**config.mk**
```make
export PLATFORM = sky130hd
export DESIGN_NAME = cellbal_sequencer
export DESIGN_NICKNAME = d
export VERILOG_FILES = /design/src/rtl/cbs_pkg.sv /design/src/rtl/cbs_slot_timer.sv /design/src/rtl/cbs_thresh_calc.sv /design/src/rtl/cbs_shunt_ctrl.sv /design/src/rtl/cellbal_sequencer.sv
export SDC_FILE = /design/constraint.sdc
export NUM_CORES = 1
export LEC_CHECK = 0
export BUFFER_PORTS_ARGS = -buffer_cell sky130_fd_sc_hd__buf_2
export CAP_MARGIN = 10
export CORE_UTILIZATION = 30
export CTS_CLUSTER_SIZE = 28
export DETAILED_ROUTE_END_ITERATION = 6
export PLACE_DENSITY = 0.54
export SLEW_MARGIN = 20
export SYNTH_ARGS = -nofsm -noshare
export SYNTH_HDL_FRONTEND = slang
export SYNTH_SLANG_ARGS = --single-unit
export TNS_END_PERCENT = 50
```
**constraint.sdc**
```tcl
create_clock -name clk -period 9.4 [get_ports clk]
set_input_delay 0 -clock clk [delete_from_list [all_inputs] [get_ports clk]]
set_output_delay 0 -clock clk [all_outputs]
set_load 0.05 [all_outputs]
```
**src/rtl/cbs_pkg.sv**
```systemverilog
package cbs_pkg;
  localparam int CBS_BASE_MV  = 4100;
  localparam int CBS_STEP_MV  = 50;
  localparam int CBS_FLOOR_MV = 3750;
  localparam int CBS_CODE_MAX = 8;
  localparam int CBS_MVW      = 13;
  localparam int CBS_CODEW    = 4;
endpackage

```
**src/rtl/cbs_slot_timer.sv**
```systemverilog
module cbs_slot_timer #(
  parameter int SLOTS = 128,
  parameter int MEAS  = 5
) (
  input  logic clk,
  input  logic clr,
  input  logic tick_i,
  output logic meas_o,
  output logic done_o,
  output logic win_end_o,
  output logic bal_win_nx_o,
  output logic odd_nx_o
);
  localparam int CW = $clog2(SLOTS);
  localparam logic [CW-1:0] LAST   = CW'(SLOTS - 1);
  localparam logic [CW-1:0] MEND   = CW'(MEAS - 1);
  localparam logic [CW-1:0] MSLOTS = CW'(MEAS);

  logic [CW-1:0] slot_q, slot_d;
  logic          odd_q, odd_d;
  logic          meas_q, done_q;

  always_comb begin
    slot_d = slot_q;
    odd_d  = odd_q;
    if (tick_i) begin
      if (slot_q == LAST) begin
        slot_d = '0;
        odd_d  = ~odd_q;
      end else begin
        slot_d = slot_q + 1'b1;
      end
    end
  end

  assign win_end_o    = tick_i && (slot_q == MEND);
  assign bal_win_nx_o = (slot_d >= MSLOTS);
  assign odd_nx_o     = odd_d;

  always_ff @(posedge clk) begin
    if (clr) begin
      slot_q <= '0;
      odd_q  <= 1'b0;
      meas_q <= 1'b1;
      done_q <= 1'b0;
    end else begin
      slot_q <= slot_d;
      odd_q  <= odd_d;
      meas_q <= (slot_d < MSLOTS);
      done_q <= win_end_o;
    end
  end

  assign meas_o = meas_q;
  assign done_o = done_q;


  wrap_meas_chk: assert property (@(posedge clk) disable iff (clr)
    (tick_i && slot_q == LAST) |=> meas_o);

  meas_close_chk: assert property (@(posedge clk) disable iff (clr)
    win_end_o |=> !meas_o);

  done_single_chk: assert property (@(posedge clk) disable iff (clr)
    done_o |=> !done_o);
endmodule

```
**src/rtl/cbs_thresh_calc.sv**
```systemverilog
module cbs_thresh_calc
  import cbs_pkg::*;
(
  input  logic                 clk,
  input  logic                 rst,
  input  logic [CBS_CODEW-1:0] ov_code_i,
  input  logic [CBS_CODEW-1:0] offs_code_i,
  output logic [CBS_MVW-1:0]   bal_mv_o
);
  localparam logic [CBS_CODEW-1:0] CMAX = CBS_CODEW'(CBS_CODE_MAX);

  logic [CBS_CODEW-1:0] ov_c, of_c;
  logic [CBS_MVW-1:0]   mv_d, mv_q;

  assign ov_c = (ov_code_i   > CMAX) ? CMAX : ov_code_i;
  assign of_c = (offs_code_i > CMAX) ? CMAX : offs_code_i;

  always_comb begin
    int raw;
    raw  = CBS_BASE_MV + CBS_STEP_MV * int'(ov_c) - CBS_STEP_MV * int'(of_c);
    if (raw < CBS_FLOOR_MV) raw = CBS_FLOOR_MV;
    mv_d = CBS_MVW'(raw);
  end

  always_ff @(posedge clk) begin
    if (rst) mv_q <= CBS_MVW'(CBS_FLOOR_MV);
    else     mv_q <= mv_d;
  end

  assign bal_mv_o = mv_q;


  floor_chk: assert property (@(posedge clk) disable iff (rst)
    bal_mv_o >= CBS_MVW'(CBS_FLOOR_MV));
endmodule

```
**src/rtl/cbs_shunt_ctrl.sv**
```systemverilog
module cbs_shunt_ctrl #(
  parameter int NCELL = 10,
  parameter int CCW   = 4
) (
  input  logic             clk,
  input  logic             clr,
  input  logic             cap_i,
  input  logic [NCELL-1:0] above_i,
  input  logic             bal_win_nx_i,
  input  logic             odd_nx_i,
  input  logic             allow_i,
  input  logic [CCW-1:0]   cell_cnt_i,
  input  logic             meas_i,
  output logic [NCELL-1:0] shunt_o
);
  logic [NCELL-1:0] even_m, cnt_m, par_m;
  logic [NCELL-1:0] flags_q, flags_d, shunt_d, shunt_q;

  for (genvar i = 0; i < NCELL; i++) begin : g_mask
    assign even_m[i] = ((i % 2) == 1);
    assign cnt_m[i]  = (cell_cnt_i > CCW'(i));
  end

  assign par_m   = odd_nx_i ? ~even_m : even_m;
  assign flags_d = cap_i ? above_i : flags_q;
  assign shunt_d = flags_d & par_m & cnt_m & {NCELL{allow_i & bal_win_nx_i}};

  always_ff @(posedge clk) begin
    if (clr) begin
      flags_q <= '0;
      shunt_q <= '0;
    end else begin
      flags_q <= flags_d;
      shunt_q <= shunt_d;
    end
  end

  assign shunt_o = shunt_q;


  shunt_flag_chk: assert property (@(posedge clk) disable iff (clr)
    (shunt_q & ~flags_q) == '0);

  shunt_meas_chk: assert property (@(posedge clk) disable iff (clr)
    meas_i |-> (shunt_q == '0));

  shunt_allow_chk: assert property (@(posedge clk) disable iff (clr)
    !allow_i |=> (shunt_q == '0));
endmodule

```
**src/rtl/cellbal_sequencer.sv**
```systemverilog
module cellbal_sequencer
  import cbs_pkg::*;
#(
  parameter int NCELL = 10,
  parameter int SLOTS = 128,
  parameter int MEAS  = 5,
  parameter int CCW   = 4
) (
  input  logic                 clk,
  input  logic                 rst,
  input  logic                 sleep_i,
  input  logic                 tick_i,
  input  logic [NCELL-1:0]     above_i,
  input  logic                 bal_en_i,
  input  logic [CCW-1:0]       cell_cnt_i,
  input  logic [CBS_CODEW-1:0] ov_code_i,
  input  logic [CBS_CODEW-1:0] offs_code_i,
  output logic                 meas_o,
  output logic                 done_o,
  output logic [NCELL-1:0]     shunt_o,
  output logic [CBS_MVW-1:0]   bal_mv_o
);
  logic clr, win_end, bal_win_nx, odd_nx, allow;

  assign clr   = rst | sleep_i;
  assign allow = bal_en_i && (offs_code_i != '0);

  cbs_slot_timer #(.SLOTS(SLOTS), .MEAS(MEAS)) u_timer (
    .clk(clk), .clr(clr), .tick_i(tick_i), .meas_o(meas_o), .done_o(done_o),
    .win_end_o(win_end), .bal_win_nx_o(bal_win_nx), .odd_nx_o(odd_nx)
  );

  cbs_shunt_ctrl #(.NCELL(NCELL), .CCW(CCW)) u_shunt (
    .clk(clk), .clr(clr), .cap_i(win_end), .above_i(above_i),
    .bal_win_nx_i(bal_win_nx), .odd_nx_i(odd_nx), .allow_i(allow),
    .cell_cnt_i(cell_cnt_i), .meas_i(meas_o), .shunt_o(shunt_o)
  );

  cbs_thresh_calc u_thresh (
    .clk(clk), .rst(rst), .ov_code_i(ov_code_i), .offs_code_i(offs_code_i),
    .bal_mv_o(bal_mv_o)
  );


  sleep_clear_chk: assert property (@(posedge clk) disable iff (rst)
    sleep_i |=> (meas_o && !done_o && shunt_o == '0));
endmodule

```
---- Word level (Yosys, flattened, before mapping) ----
Cells that the tools add are included.
word-level totals
  bits in registers ....................... 43
  bits of input ports ..................... 27
cells by class
  add/subtract/negate cells ............... 3
  multiply operators ...................... 2
  $lt $le $gt $ge ......................... 15
  equal/unequal tests ..................... 2
  mux-type cells .......................... 8
  bitwise logic cells ..................... 6
  reduce and logical (&&, ||, !) cells .... 4
operator list
  operator                                                                             number
  14-bit by 32-bit adder with 32-bit output, first input constant                      1
  32-bit by 13-bit less-than comparator with 1-bit output, second input constant       1
  32-bit subtractor                                                                    1
  10-bit AND                                                                           3
  10-bit two-way mux                                                                   2
  5-bit by 4-bit multiplier with 9-bit output, first input constant                    2
  4-bit by 3-bit > comparator with 1-bit output, second input constant                 4
  4-bit > comparator, second input constant                                            4
  7-bit two-way mux                                                                    2
  4-bit by 1-bit > comparator with 1-bit output, second input constant                 2
  4-bit by 2-bit > comparator with 1-bit output, second input constant                 2
  4-bit two-way mux                                                                    2
  7-bit by 1-bit adder with 7-bit output, second input constant                        1
  7-bit by 3-bit == test with 1-bit output, second input constant                      1
  7-bit == test, second input constant                                                 1
  7-bit by 3-bit greater-or-equal comparator with 1-bit output, second input constant  1
  7-bit by 3-bit less-than comparator with 1-bit output, second input constant         1
  4-bit nonzero test                                                                   1
  1-bit logical AND                                                                    2
  1-bit two-way mux                                                                    2
  2-bit OR reduction                                                                   1
  1-bit AND                                                                            1
  1-bit NOT                                                                            1
  1-bit bitwise OR                                                                     1

---- Longest topological paths before layout ----
Gate-level depths: netlist (run 1).
  word-level depth ........................ 7
  gate-level depth with buffers ........... 16
  gate-level depth less buffers ........... 16

---- Cells and area by module ----
From an unflattened synthesis (run 1), not the netlist that was laid out.
unflattened totals
  cell total of the unflattened synthesis .. 280
  area total of the unflattened synthesis .. 2636.3 µm²
modules (own cells, without submodules)
  module             times used  cells each  area each (µm²)  sequential area each (µm²)
  cbs_thresh_calc    1           152         1348.8           240.2
  cbs_shunt_ctrl     1           66          723.2            400.4
  cbs_slot_timer     1           60          546.8            200.2
  cellbal_sequencer  1           2           17.5             0.0

---- Least setup slack after synthesis (run 1) ----
No wires, ideal clock.
  path type ............................... input to register
  from .................................... input ov_code_i[0]
  to ...................................... register u_thresh.mv_q[2], in the netlist u_thresh.bal_mv_o[2]
  library setup time ...................... 0.058 ns
  arrival ................................. 3.023 ns
  slack ................................... 6.320 ns
  stages on the path ...................... 13
  buffers on the path ..................... 1
  cell sequence ........................... nor2b_1 -> ha_1 -> ha_1 -> fa_1 -> xor2_1 -> ha_1 -> ha_1 -> a211oi_1 -> nor3_1 -> o41a_1 -> buf_6 -> a211oi_2 -> or3_1
between the ends
  cells in the longest elaborated chain, start to end .. 7
RTL lines
  what                                                     RTL line                 text
  start, declared                                          cellbal_sequencer.sv:16  input logic [CBS_CODEW-1:0] ov_code_i,
  4-bit > comparator                                       cbs_thresh_calc.sv:15    assign ov_c = (ov_code_i > CMAX) ? CMAX : ov_code_i;
  4-bit two-way mux *                                      cbs_thresh_calc.sv:15
  5-bit by 4-bit multiplier with 9-bit output *            cbs_thresh_calc.sv:20    raw = CBS_BASE_MV + CBS_STEP_MV * int'(ov_c) - CBS_STEP_MV * int'(of_c);
  14-bit by 32-bit adder with 32-bit output *              cbs_thresh_calc.sv:20
  32-bit subtractor *                                      cbs_thresh_calc.sv:20
  32-bit by 13-bit less-than comparator with 1-bit output  cbs_thresh_calc.sv:21    if (raw < CBS_FLOOR_MV) raw = CBS_FLOOR_MV;
  2-bit OR reduction (no line)                             --
  end signal, assigned                                     cbs_thresh_calc.sv:26    if (rst) mv_q <= CBS_MVW'(CBS_FLOOR_MV);
  end signal, assigned                                     cbs_thresh_calc.sv:27    else mv_q <= mv_d;
  end, declared                                            cbs_thresh_calc.sv:13    logic [CBS_MVW-1:0] mv_d, mv_q;
Mark *: on every way between the ends. The rest lies on a longest branch, timed or not.
A chain may end at the register's enable or synchronous reset.

---- Worst setup path after layout (run 1) ----
  from .................................... input ov_code_i[3]
  to ...................................... register u_thresh.mv_q[1], in the netlist u_thresh.bal_mv_o[1]
The elaborated chain is that of the path after synthesis.

==> results.py, run 1 <==
metrics = {
    "global_route": {
        "grt_max_degree": 21,
        "groute.usage.overall_pct": 12.35,
        "grt_first_pass_wirelength_um": 8976,
        "grt_remaining_overflow": 0,
        "global_route.peak_usage_layer": "met2",
        "via_count_of_the_first_global_routing_pass": 2011,
        "met3_usage_pct": 2.054,
        "use_met2_pct": 20.92,
        "antenna_found_initial": 0,
        "globalRouteMet1Util_pct": 15.92,
    },
    "synthesis": {
        "dominantRegCellSynth": "dfxtp_1",
        "synthesis.area_per_instance_um2": 9.154,
        "synth_area_leader_cell": "dfxtp_1",
        "synth_area_um2": 2664,
        "post_synth_inst_count": 291,
        "synth-seq-cells": 42,
        "synth.yosys.warnings": 0,
        "synth_largest_type_area_fraction_pct": 31.56,
        "synth_async_sr_flop_share_pct": 0,
        "register_area_share_after_synthesis_pct": 31.56,
        "post_synth_edffs": 0,
        "yosys-top-cells-area": "dfxtp_1 (32%), ha_1 (15%), nor2_1 (4.7%)",
        "yosysUniqueCellTypes": 60,
    },
    "clock_tree": {
        "ctsRootBufferMaster": "clkbuf_8",
        "post_cts_resized": 0,
        "cts-root-to-sink-buffers": 2,
        "cts_max_level": 2,
        "tritoncts": "done",
        "cts-buffers-inserted": 5,
        "clkTransAtPathRegs_ns": 0.07,
        "insertion_delay_ns": 0.29,
        "clock_sink_count": 42,
    },
    "die": {
        "ios": 52,
        "core_region_area_um2": 8678,
        "die_w_um": 96.23,
        "floorplan.initialDensity_pct": 30.69,
        "count_of_standard_cell_rows": 34,
        "dieHeight_um": 96.23,
        "die_footprint_um2": 9260,
    },
    "final_layout": {
        "finish.utilization_pct": 36.42,
        "layout-drive-gt1-share_pct": 20.29,
        "insertedDiodeCount": 0,
        "num-nets-final": 406,
        "syn_to_final_growth_pct": 18.65,
    },
    "sta": {
        "pins_over_their_slew_limit": 0,
        "hold_violations": 0,
        "layout_min_cycle_time_ns": 3.216,
        "layout_setup_ws_ns": 6.184,
        "worst_slew_pin_slew_ns": 0.8075,
        "worst_case_clock_skew_ns": 0.008619,
        "setup-violations-final": 0,
        "slew_headroom_pct": 46.01,
        "fin_crit_sh_pct": 34.21,
        "rsz_0062_raised_after_global_routing": "false",
        "final.setup.tns_ns": 0,
        "max_clock_freq_mhz": 311.0,
    },
    "critical_path": {
        "cp_cell_sequence": "buf_2 -> nand2b_1 -> inv_1 -> ha_1 -> ha_1 -> fa_1 -> xor2_1 -> ha_1 -> ha_1 -> a211oi_1 -> nor3_1 -> o41a_1 -> a211o_1 -> nand3_1",
        "cp_data_required_time_ns": 9.63,
        "timing.critical_path.from_type": "input port",
        "setup.worst_path.end_class": "flop",
        "slowest_delay_ns": 0.54,
        "cp.arrival_ns": 3.44,
        "worst_path_max_delay_cell": "o41a_1",
        "worst_path_max_fanout": 9,
        "cell_type_with_the_highest_occurrence_count_on_the_critical_path": "ha_1",
        "class_of_the_most_critical_setup_path": "input port to flop",
    },
    "place": {
        "port-buffer-count": 50,
        "preCtsSetupSlack_ns": 5.875,
        "dpl.hpwl_um": 4325,
        "finalWeightedCongestion": 0.8388,
    },
    "pwr": {
        "powerDensity_nw_per_um2": 184.2,
        "ir_drop_v": 0.00006429,
        "power.static_leakage_nw": 1.478,
    },
    "route": {
        "drt_iter0_markers": 120,
        "route.antenna.remaining_nets": 0,
        "num_vias": 2156,
        "routed_wire_length_per_instance_um": 12.18,
        "routed_via_density": 4.759,
        "totalWireLength_um": 5516,
        "drc_errors": 0,
        "drt_first_pass_iters": 4,
    },
    "hold_path": {
        "hp-class": "input port to flop",
    },
    "run_status": {
        "status": "finished clean",
    },
    "run": {
        "maxCapViolations": 0,
    },
}
==> registers in the layout, indices dropped and copies added (netlist names) <==
signal             count
u_thresh.bal_mv_o     12
u_timer.done_o         1
u_shunt.shunt_o       10
u_timer.odd_q          1
u_timer.meas_o         1
u_shunt.flags_q       10
u_timer.slot_q         7
==> critical path: cells and delay by family <==
kind	cells	cell delay, ns
adder cells (fa/ha/maj)	5	1.57
AO/OA/AOI/OAI	3	1.16
AND/OR/NAND/NOR	3	0.32
buffers and inverters	2	0.21
XOR/XNOR	1	0.18
==> cells in the final DEF, fill, tap and decap left out, types with 6 or more instances in the layout <==
cell type      count
a21oi_1           11
buf_2             50
clkbuf_8           6
dfxtp_1           42
dlygate4sd3_1     10
ha_1              31
inv_1             16
mux2i_1           11
nand2_1            9
nand2b_1           7
nand3_1            7
nor2_1            33
nor3_1            16
xnor2_1           11
xor2_1             7
==> timing repair <==
| item | in CTS | in global routing |
|---|---|---|
| endpoints found under the hold margin | 9 | 0 |
| buffers inserted | 0 | 0 |
| hold buffers | 10 | 0 |
| endpoints found under the setup margin | 0 | 0 |
==> Yosys cell counts, drive strengths merged (5+ instances only) <==
library cell	number
nand2b	7
buf	11
nand3	8
dfxtp	42
nand2	9
mux2i	11
nor2b	6
nor3	16
inv	16
a21o	5
a21oi	12
nor2	34
xnor2	11
xor2	7
ha	31
a211oi	5
==> through the flow <==
stage	area [um2]	power, mW	instances	hold WS (ns)
finish	3161	0.5820	453	0.01289
detailed placement	2969	0.4670	435	0.2441
global placement	2969	0.4668	435	0.2441
CTS	3161	0.5882	453	0.007528
floorplan	2668	0.4170	292	0.1091
global route	3161	0.6228	453	0.02698
==> path summary, 6_finish.rpt <==
kind / cells past startpoint / startpoint / slack, ns / to
max: 14 / ov_code_i[3] / 6.18 / u_thresh.bal_mv_o[1]
min: 3 / above_i[0] / 0.01 / u_shunt.flags_q[0]
max reg2reg: 7 / u_timer.slot_q[0] / 7.26 / u_shunt.shunt_o[2]
min reg2reg: 2 / u_shunt.flags_q[6] / 0.49 / u_shunt.flags_q[6]
==> kinds of logic after synthesis <==
family / share of synthesized area (%)
AOI/OAI and AO/OA: 14.42
DFF: 31.56
muxes: 4.134
other: 0.1408
xor gates and xnor gates: 5.918
buffers and inverters: 5.401
and+or+nand+nor: 20.85
adders and majority gates: 17.57
==> layout make-up <==
class	count	area (um2)
clock buffer	7	86.33
clock inverter	1	5.005
fill	896	5518
inverter	16	60.06
multi-input combinational	219	1683
sequential	42	840.8
tap	108	135.1
timing repair buffer	60	350.3
==> power breakdown <==
group	leakage (nW)	switching (mW)	internal [mW]
Sequential	0.341	0.00488	0.197
Combinational	1.09	0.174	0.0901
Clock	0.0482	0.0571	0.0592
==> routing by layer <==
layer / up-vias / routed length [um]
li1: 1131 / -
met1: 963 / 2840
met2: 56 / 2348
met3: 6 / 263
met4: 0 / 64
met5: - / 0
(Power assumes the default switching activity.)
==> inputs of run 2 (changes only) <==
--- a/config.mk
+++ b/config.mk
@@ -5,12 +5,13 @@
 export SDC_FILE = /design/constraint.sdc
 export NUM_CORES = 1
 export LEC_CHECK = 0
+export ABC_AREA = 1
 export BUFFER_PORTS_ARGS = -buffer_cell sky130_fd_sc_hd__buf_2
 export CAP_MARGIN = 10
 export CORE_UTILIZATION = 30
 export CTS_CLUSTER_SIZE = 28
 export DETAILED_ROUTE_END_ITERATION = 6
-export PLACE_DENSITY = 0.54
+export PLACE_DENSITY = 0.53
 export SLEW_MARGIN = 20
 export SYNTH_ARGS = -nofsm -noshare
 export SYNTH_HDL_FRONTEND = slang
==> constraint.sdc (replaced) <==
create_clock -name clk -period 3.19 [get_ports clk]
set_input_delay 0 -clock clk [delete_from_list [all_inputs] [get_ports clk]]
set_output_delay 0 -clock clk [all_outputs]
set_load 0.05 [all_outputs]
==> run 2 against run 1 <==
Design area increased by 9.0%. Area after synthesis increased by 5.8%. Die area increased by 5.7%. Count of clock-buffer cells in the layout decreased by 1. Critical path depth increased by 6. Sequential power increased to 2.9 times the previous value. Final cell count increased by 23%. First-iteration DRC count decreased by 23%. Via count increased by 15%. Utilization increased by 1.2 points.
==> results.py, run 2 <==
metrics = {
    "run_status": {
        "status": "finished clean",
    },
    "global_route": {
        "antenna_found_initial": 0,
        "grt_max_degree": 22,
        "grt_remaining_overflow": 0,
        "groute.usage.overall_pct": 12.71,
        "grt_first_pass_wirelength_um": 10050,
        "via_count_of_the_first_global_routing_pass": 2394,
    },
    "synthesis": {
        "yosysUniqueCellTypes": 42,
        "dominantRegCellSynth": "dfxtp_1",
        "synth-seq-cells": 42,
        "synthesis.area_per_instance_um2": 7.399,
        "synth_commonest_cells": "nand2_1 (74), inv_1 (64), nor2_1 (55)",
        "synth_area_um2": 2819,
        "synth_largest_type_area_fraction_pct": 29.83,
        "post_synth_edffs": 0,
        "synth_area_leader_cell": "dfxtp_1",
        "yosys-top-cells-area": "dfxtp_1 (30%), ha_1 (14%), nand2_1 (9.9%)",
        "post_synth_inst_count": 381,
        "register_area_share_after_synthesis_pct": 29.83,
        "synthMostInstantiatedCell": "nand2_1",
        "synth_async_sr_flop_share_pct": 0,
        "synth.yosys.warnings": 0,
    },
    "route": {
        "num_vias": 2470,
        "drt_first_pass_iters": 4,
        "totalWireLength_um": 5681,
        "drt_iter0_markers": 92,
        "routed_via_density": 4.427,
        "drc_errors": 0,
        "route.antenna.remaining_nets": 0,
        "routed_wire_length_per_instance_um": 10.18,
    },
    "critical_path": {
        "worst_setup_path_startpoint": "offs_code_i[0]",
        "rr_endpoint": "u_shunt.shunt_o[8]",
        "timing.reg2reg.setup_slack_ns": 1.26,
        "cp_data_required_time_ns": 3.38,
        "timing.critical_path.from_type": "input port",
        "crit_path_end": "u_thresh.bal_mv_o[1]",
        "critical_path.reg2reg.startpoint": "u_timer.slot_q[0]",
        "class_of_the_most_critical_setup_path": "input port to flop",
        "setup.worst_path.end_class": "flop",
        "worst_r2r_path_depth": 9,
        "worst_path_max_fanout": 6,
        "cp.arrival_ns": 3.11,
    },
    "die": {
        "die_w_um": 98.94,
        "floorplan.initialDensity_pct": 30.80,
        "core_region_area_um2": 9153,
        "ios": 52,
        "dieHeight_um": 98.94,
        "count_of_standard_cell_rows": 35,
        "die_footprint_um2": 9788,
    },
    "pwr": {
        "switching_power_mw": 0.7093,
        "pwr-share-comb_pct": 40.9,
        "power.static_leakage_nw": 1.761,
        "cellInternalPower_mw": 1.150,
        "power.share.sequential_pct": 31.2,
        "power.share.switching_pct": 38.14,
        "ir_drop_v": 0.0002268,
        "part_of_the_power_in_the_clock_network_pct": 27.9,
        "powerDensity_nw_per_um2": 539.9,
        "design_power_total_mw": 1.860,
    },
    "sta": {
        "final_hold_slack_ns": 0.02066,
        "max_clock_freq_mhz": 342.8,
        "rsz_0062_raised_after_global_routing": "false",
        "worst_slew_pin_slew_ns": 0.7731,
        "layout_min_cycle_time_ns": 2.917,
        "hold_violations": 0,
        "worst_case_clock_skew_ns": 0.006887,
        "slew_headroom_pct": 48.40,
        "setup-violations-final": 0,
        "layout_setup_ws_ns": 0.2728,
        "pins_over_their_slew_limit": 0,
        "fin_crit_sh_pct": 91.45,
    },
    "clock_tree": {
        "cts-root-to-sink-buffers": 2,
        "clock_sink_count": 42,
        "tritoncts": "done",
        "cts_post_setup_buffers_inserted": 0,
        "insertion_delay_ns": 0.30,
        "cts_max_level": 2,
        "clkTransAtPathRegs_ns": 0.08,
        "ctsRootBufferMaster": "clkbuf_8",
        "cts-buffers-inserted": 5,
    },
    "final_layout": {
        "layout.cells.most_common_list": "nand2_1 (74), inv_1 (64), nor2_1 (54)",
        "finish.utilization_pct": 37.64,
        "layout-drive-gt1-share_pct": 23.71,
        "flip_flop_count_of_the_largest_register_after_layout": 12,
        "num-nets-final": 508,
        "syn_to_final_growth_pct": 22.19,
        "insertedDiodeCount": 0,
        "layout.cells.most_common": "nand2_1",
        "finished_cell_area_um2": 3445,
    },
    "place": {
        "place_area_um2": 3233,
        "dpl.hpwl_um": 4616,
        "port-buffer-count": 50,
        "preCtsSetupSlack_ns": -0.08951,
        "finalWeightedCongestion": 0.8276,
    },
    "hold_path": {
        "hp-class": "input port to flop",
    },
    "run": {
        "maxCapViolations": 0,
    },
}
## run 2: how the worst min path moves through the flow
stage	slack (ns)	from	end	cells after the start
2_1_floorplan	0.11	rst	u_timer.meas_o	2
3_3_place_gp	0.24	sleep_i	u_timer.meas_o	3
3_5_place_dp	0.25	sleep_i	u_timer.meas_o	3
4_1_cts	0.006	above_i[2]	u_shunt.flags_q[2]	3
5_1_grt	0.02	above_i[1]	u_shunt.flags_q[1]	3
6_report	0.02	above_i[1]	u_shunt.flags_q[1]	3
## run 2: layout make-up
type	count	area, um2
clock inverter	2	60.06
fill	970	5708
timing repair buffer	66	385.4
tap	111	138.9
sequential	42	840.8
clock buffer	6	82.58
inverter	70	264.0
multi-input combinational	261	1673
## run 2: kinds of logic after synthesis
group / after synthesis / synth area share (%)
simple gates: 178 / 29.56
buf+inv: 79 / 11.27
flops: 42 / 29.83
compound gates: 36 / 8.789
fa+ha+maj: 35 / 16.60
xor+xnor: 9 / 3.462
other cells: 1 / 0.1330
mux: 1 / 0.3551
## run 2: through the flow
step,TNS [ns],cells
final,0,558
after floorplan,0,382
after global routing,0,558
after CTS,0,558
after global placement,0,544
after detailed placement,-0.4742,544
## run 2: worst max-delay path: stages
cell     delay (ns)
buf_2          0.10
nor2_1         0.14
a21oi_1        0.10
nor2_1         0.17
ha_1           0.30
fa_1           0.47
a21oi_1        0.21
inv_1          0.08
fa_1           0.62
inv_2          0.06
nand2_1        0.06
nand2_1        0.05
a21oi_2        0.12
nand3_1        0.09
nand2_1        0.07
nand2_2        0.07
nor2_4         0.10
nand3_4        0.11
nand2_4        0.13
nand2_1        0.06
## run 2: power groups by stage
stage | logic [mW] | registers, mW | clock network (mW)
global placement | 0.761 | 0.593 | 0
CTS | 0.769 | 0.581 | 0.534
detailed placement | 0.761 | 0.593 | 0
finish | 0.761 | 0.580 | 0.519
global route | 0.862 | 0.586 | 0.554
floorplan | 0.425 | 0.757 | 0
## run 2: timing repair
action	4_1_cts	5_1_grt
resized for setup	0	3
setup endpoints to repair	0	8
hold endpoints to repair	5	0
hold buffers	6	0
## run 2: routing by layer
| layer | up-vias | part of all wire, % | track usage [%] |
|---|---|---|---|
| met5 | - | 0 | 0 |
| met4 | 0 | 1.4 | 5.052 |
| met3 | 6 | 4.2 | 2.482 |
| met2 | 52 | 47 | 22.92 |
| met1 | 1091 | 48 | 14.69 |
| li1 | 1321 | - | - |
==> inputs of run 3 (changes only) <==
--- a/config.mk
+++ b/config.mk
@@ -11,7 +11,7 @@
 export CORE_UTILIZATION = 30
 export CTS_CLUSTER_SIZE = 28
 export DETAILED_ROUTE_END_ITERATION = 6
-export PLACE_DENSITY = 0.53
+export PLACE_DENSITY = 0.6
 export SLEW_MARGIN = 20
 export SYNTH_ARGS = -nofsm -noshare
 export SYNTH_HDL_FRONTEND = slang
==> run 3 against run 2 <==
Via count shrank 2.5%. Hold slack better by 0.0035 ns. Die area stayed put. Non-clock buffer count is 1 lower. Critical endpoint is now u_thresh.bal_mv_o[11].
==> results.py, run 3 (synthesized netlist as in run 2, its figures left out) <==
metrics = {
    "run_status": {
        "status": "finished clean",
    },
    "route": {
        "totalWireLength_um": 5621,
        "routed_wire_length_per_instance_um": 10.09,
        "routed_via_density": 4.323,
        "drt_iter0_markers": 78,
        "drt_first_pass_iters": 4,
        "drc_errors": 0,
        "num_vias": 2408,
        "route.antenna.remaining_nets": 0,
    },
    "hold_path": {
        "holdCritStartpoint": "cell_cnt_i[2]",
        "hold_path_depth": 3,
        "hp-class": "input port to flop",
        "whs_endpoint": "u_shunt.shunt_o[9]",
    },
    "sta": {
        "final.setup.tns_ns": 0,
        "setup-violations-final": 0,
        "hold_violations": 0,
        "worst_case_clock_skew_ns": 0.006381,
        "worst_slew_pin_slew_ns": 0.7308,
        "pins_over_their_slew_limit": 0,
        "layout_min_cycle_time_ns": 2.893,
        "fin_crit_sh_pct": 90.68,
        "max_clock_freq_mhz": 345.7,
        "slew_headroom_pct": 51.23,
        "final_hold_slack_ns": 0.02416,
        "rsz_0062_raised_after_global_routing": "false",
    },
    "run": {
        "maxCapViolations": 0,
    },
    "global_route": {
        "groute.usage.overall_pct": 12.41,
        "antenna_found_initial": 0,
        "via_count_of_the_first_global_routing_pass": 2388,
        "grt_remaining_overflow": 0,
        "grt_first_pass_wirelength_um": 9929,
        "grt_max_degree": 22,
    },
    "die": {
        "ios": 52,
        "floorplan.initialDensity_pct": 30.80,
        "count_of_standard_cell_rows": 35,
        "die_w_um": 98.94,
        "die_footprint_um2": 9788,
        "core_region_area_um2": 9153,
        "dieHeight_um": 98.94,
    },
    "clock_tree": {
        "ctsRootBufferMaster": "clkbuf_8",
        "insertion_delay_ns": 0.29,
        "cts-buffers-inserted": 5,
        "clock_sink_count": 42,
        "cts_max_level": 2,
        "clkTransAtPathRegs_ns": 0.08,
        "cts-root-to-sink-buffers": 2,
        "tritoncts": "done",
    },
    "final_layout": {
        "flip_flop_count_of_the_largest_register_after_layout": 12,
        "fin_cells": 557,
        "num-nets-final": 507,
        "layout.cells.most_common_list": "nand2_1 (74), inv_1 (64), nor2_1 (55)",
        "syn_to_final_growth_pct": 20.46,
        "layout-drive-gt1-share_pct": 23.99,
        "layout.cells.most_common": "nand2_1",
        "finished_cell_area_um2": 3396,
        "number_of_fill_cells_in_the_layout": 952,
        "insertedDiodeCount": 0,
    },
    "pwr": {
        "powerDensity_nw_per_um2": 500.3,
        "ir_drop_v": 0.0001396,
        "power.static_leakage_nw": 1.730,
        "design_power_total_mw": 1.699,
    },
    "critical_path": {
        "timing.critical_path.from_type": "input port",
        "worst_setup_path_startpoint": "ov_code_i[1]",
        "worst_r2r_path_depth": 9,
        "cp_data_required_time_ns": 3.38,
        "setup.worst_path.end_class": "flop",
        "timing.reg2reg.setup_slack_ns": 1.26,
        "worst_path_max_fanout": 6,
        "rr_endpoint": "u_shunt.shunt_o[8]",
        "critical_path.reg2reg.startpoint": "u_timer.slot_q[0]",
        "class_of_the_most_critical_setup_path": "input port to flop",
        "cp.arrival_ns": 3.08,
    },
    "place": {
        "port-buffer-count": 50,
        "dp.cells": 542,
        "dpl.hpwl_um": 4609,
        "finalWeightedCongestion": 0.7981,
        "place_area_um2": 3218,
    },
}
run 3: cell types whose count changed in the layout (fill, tap and decap cells not counted), sizes merged:
cell / change
bufinv: -2
clkinvlp: +1
clkinv: +1
buf: -1
run 3: final cells by class:
cell class / count / area (um2) / area share (%)
Multi-Input combinational cell: 261 / 1679 / 49.45
Sequential cell: 42 / 840.8 / 24.76
Timing Repair Buffer: 65 / 377.9 / 11.13
Inverter: 70 / 264.0 / 7.774
Tap cell: 111 / 138.9 / 4.090
Clock buffer: 6 / 82.58 / 2.432
Clock inverter: 2 / 12.51 / 0.3685
run 3: per-layer routing:
layer  wire length, um  track usage, %
met3               222           2.411
met2              2507           21.73
met1              2808           14.98
met4                82           4.707
met5                 0               0
run 3: timing repair:
| item | in CTS | in global routing |
|---|---|---|
| gates resized for setup | 0 | 5 |
| hold buffers | 6 | 0 |
| hold endpoints to repair | 5 | 0 |
| endpoints found under the setup margin | 0 | 6 |
| buffers inserted | 0 | 1 |
run 3: how the worst max path moves through the flow:
stage / to / slack, ns / depth (start not counted)
after floorplan: u_thresh.bal_mv_o[1] / 0.27 / 19
after global placement: u_thresh.bal_mv_o[1] / -0.05 / 19
after detailed placement: u_thresh.bal_mv_o[11] / -0.09 / 19
after CTS: u_thresh.bal_mv_o[11] / 0.22 / 19
after global routing: u_thresh.bal_mv_o[11] / 0.02 / 23
final: u_thresh.bal_mv_o[11] / 0.30 / 19
run 3: power breakdown:
group          internal (mW)  total, mW  switching (mW)
Clock                  0.174      0.361           0.186
Combinational          0.244      0.757           0.514
Sequential             0.570      0.581          0.0109
run 3: stage by stage:
step / utilization [%] / worst slack (ns)
global placement: 35.16 / -0.04695
global route: 37.10 / 0.01590
finish: 37.10 / 0.2974
detailed placement: 35.16 / -0.08988
CTS: 36.86 / 0.2220
floorplan: - / 0.2724
run 3: worst max-delay path: stages:
cell     delay [ns]
buf_2          0.10
nor2_1         0.10
a21oi_1        0.06
nor2_1         0.17
ha_1           0.27
ha_1           0.23
fa_2           0.37
xor2_1         0.18
ha_1           0.28
ha_1           0.34
nand2_1        0.12
nor2_2         0.14
nand3_1        0.13
nand4_1        0.14
nand2_2        0.08
nor2_4         0.10
nand3_4        0.11
nand2_4        0.12
nand2_2        0.06
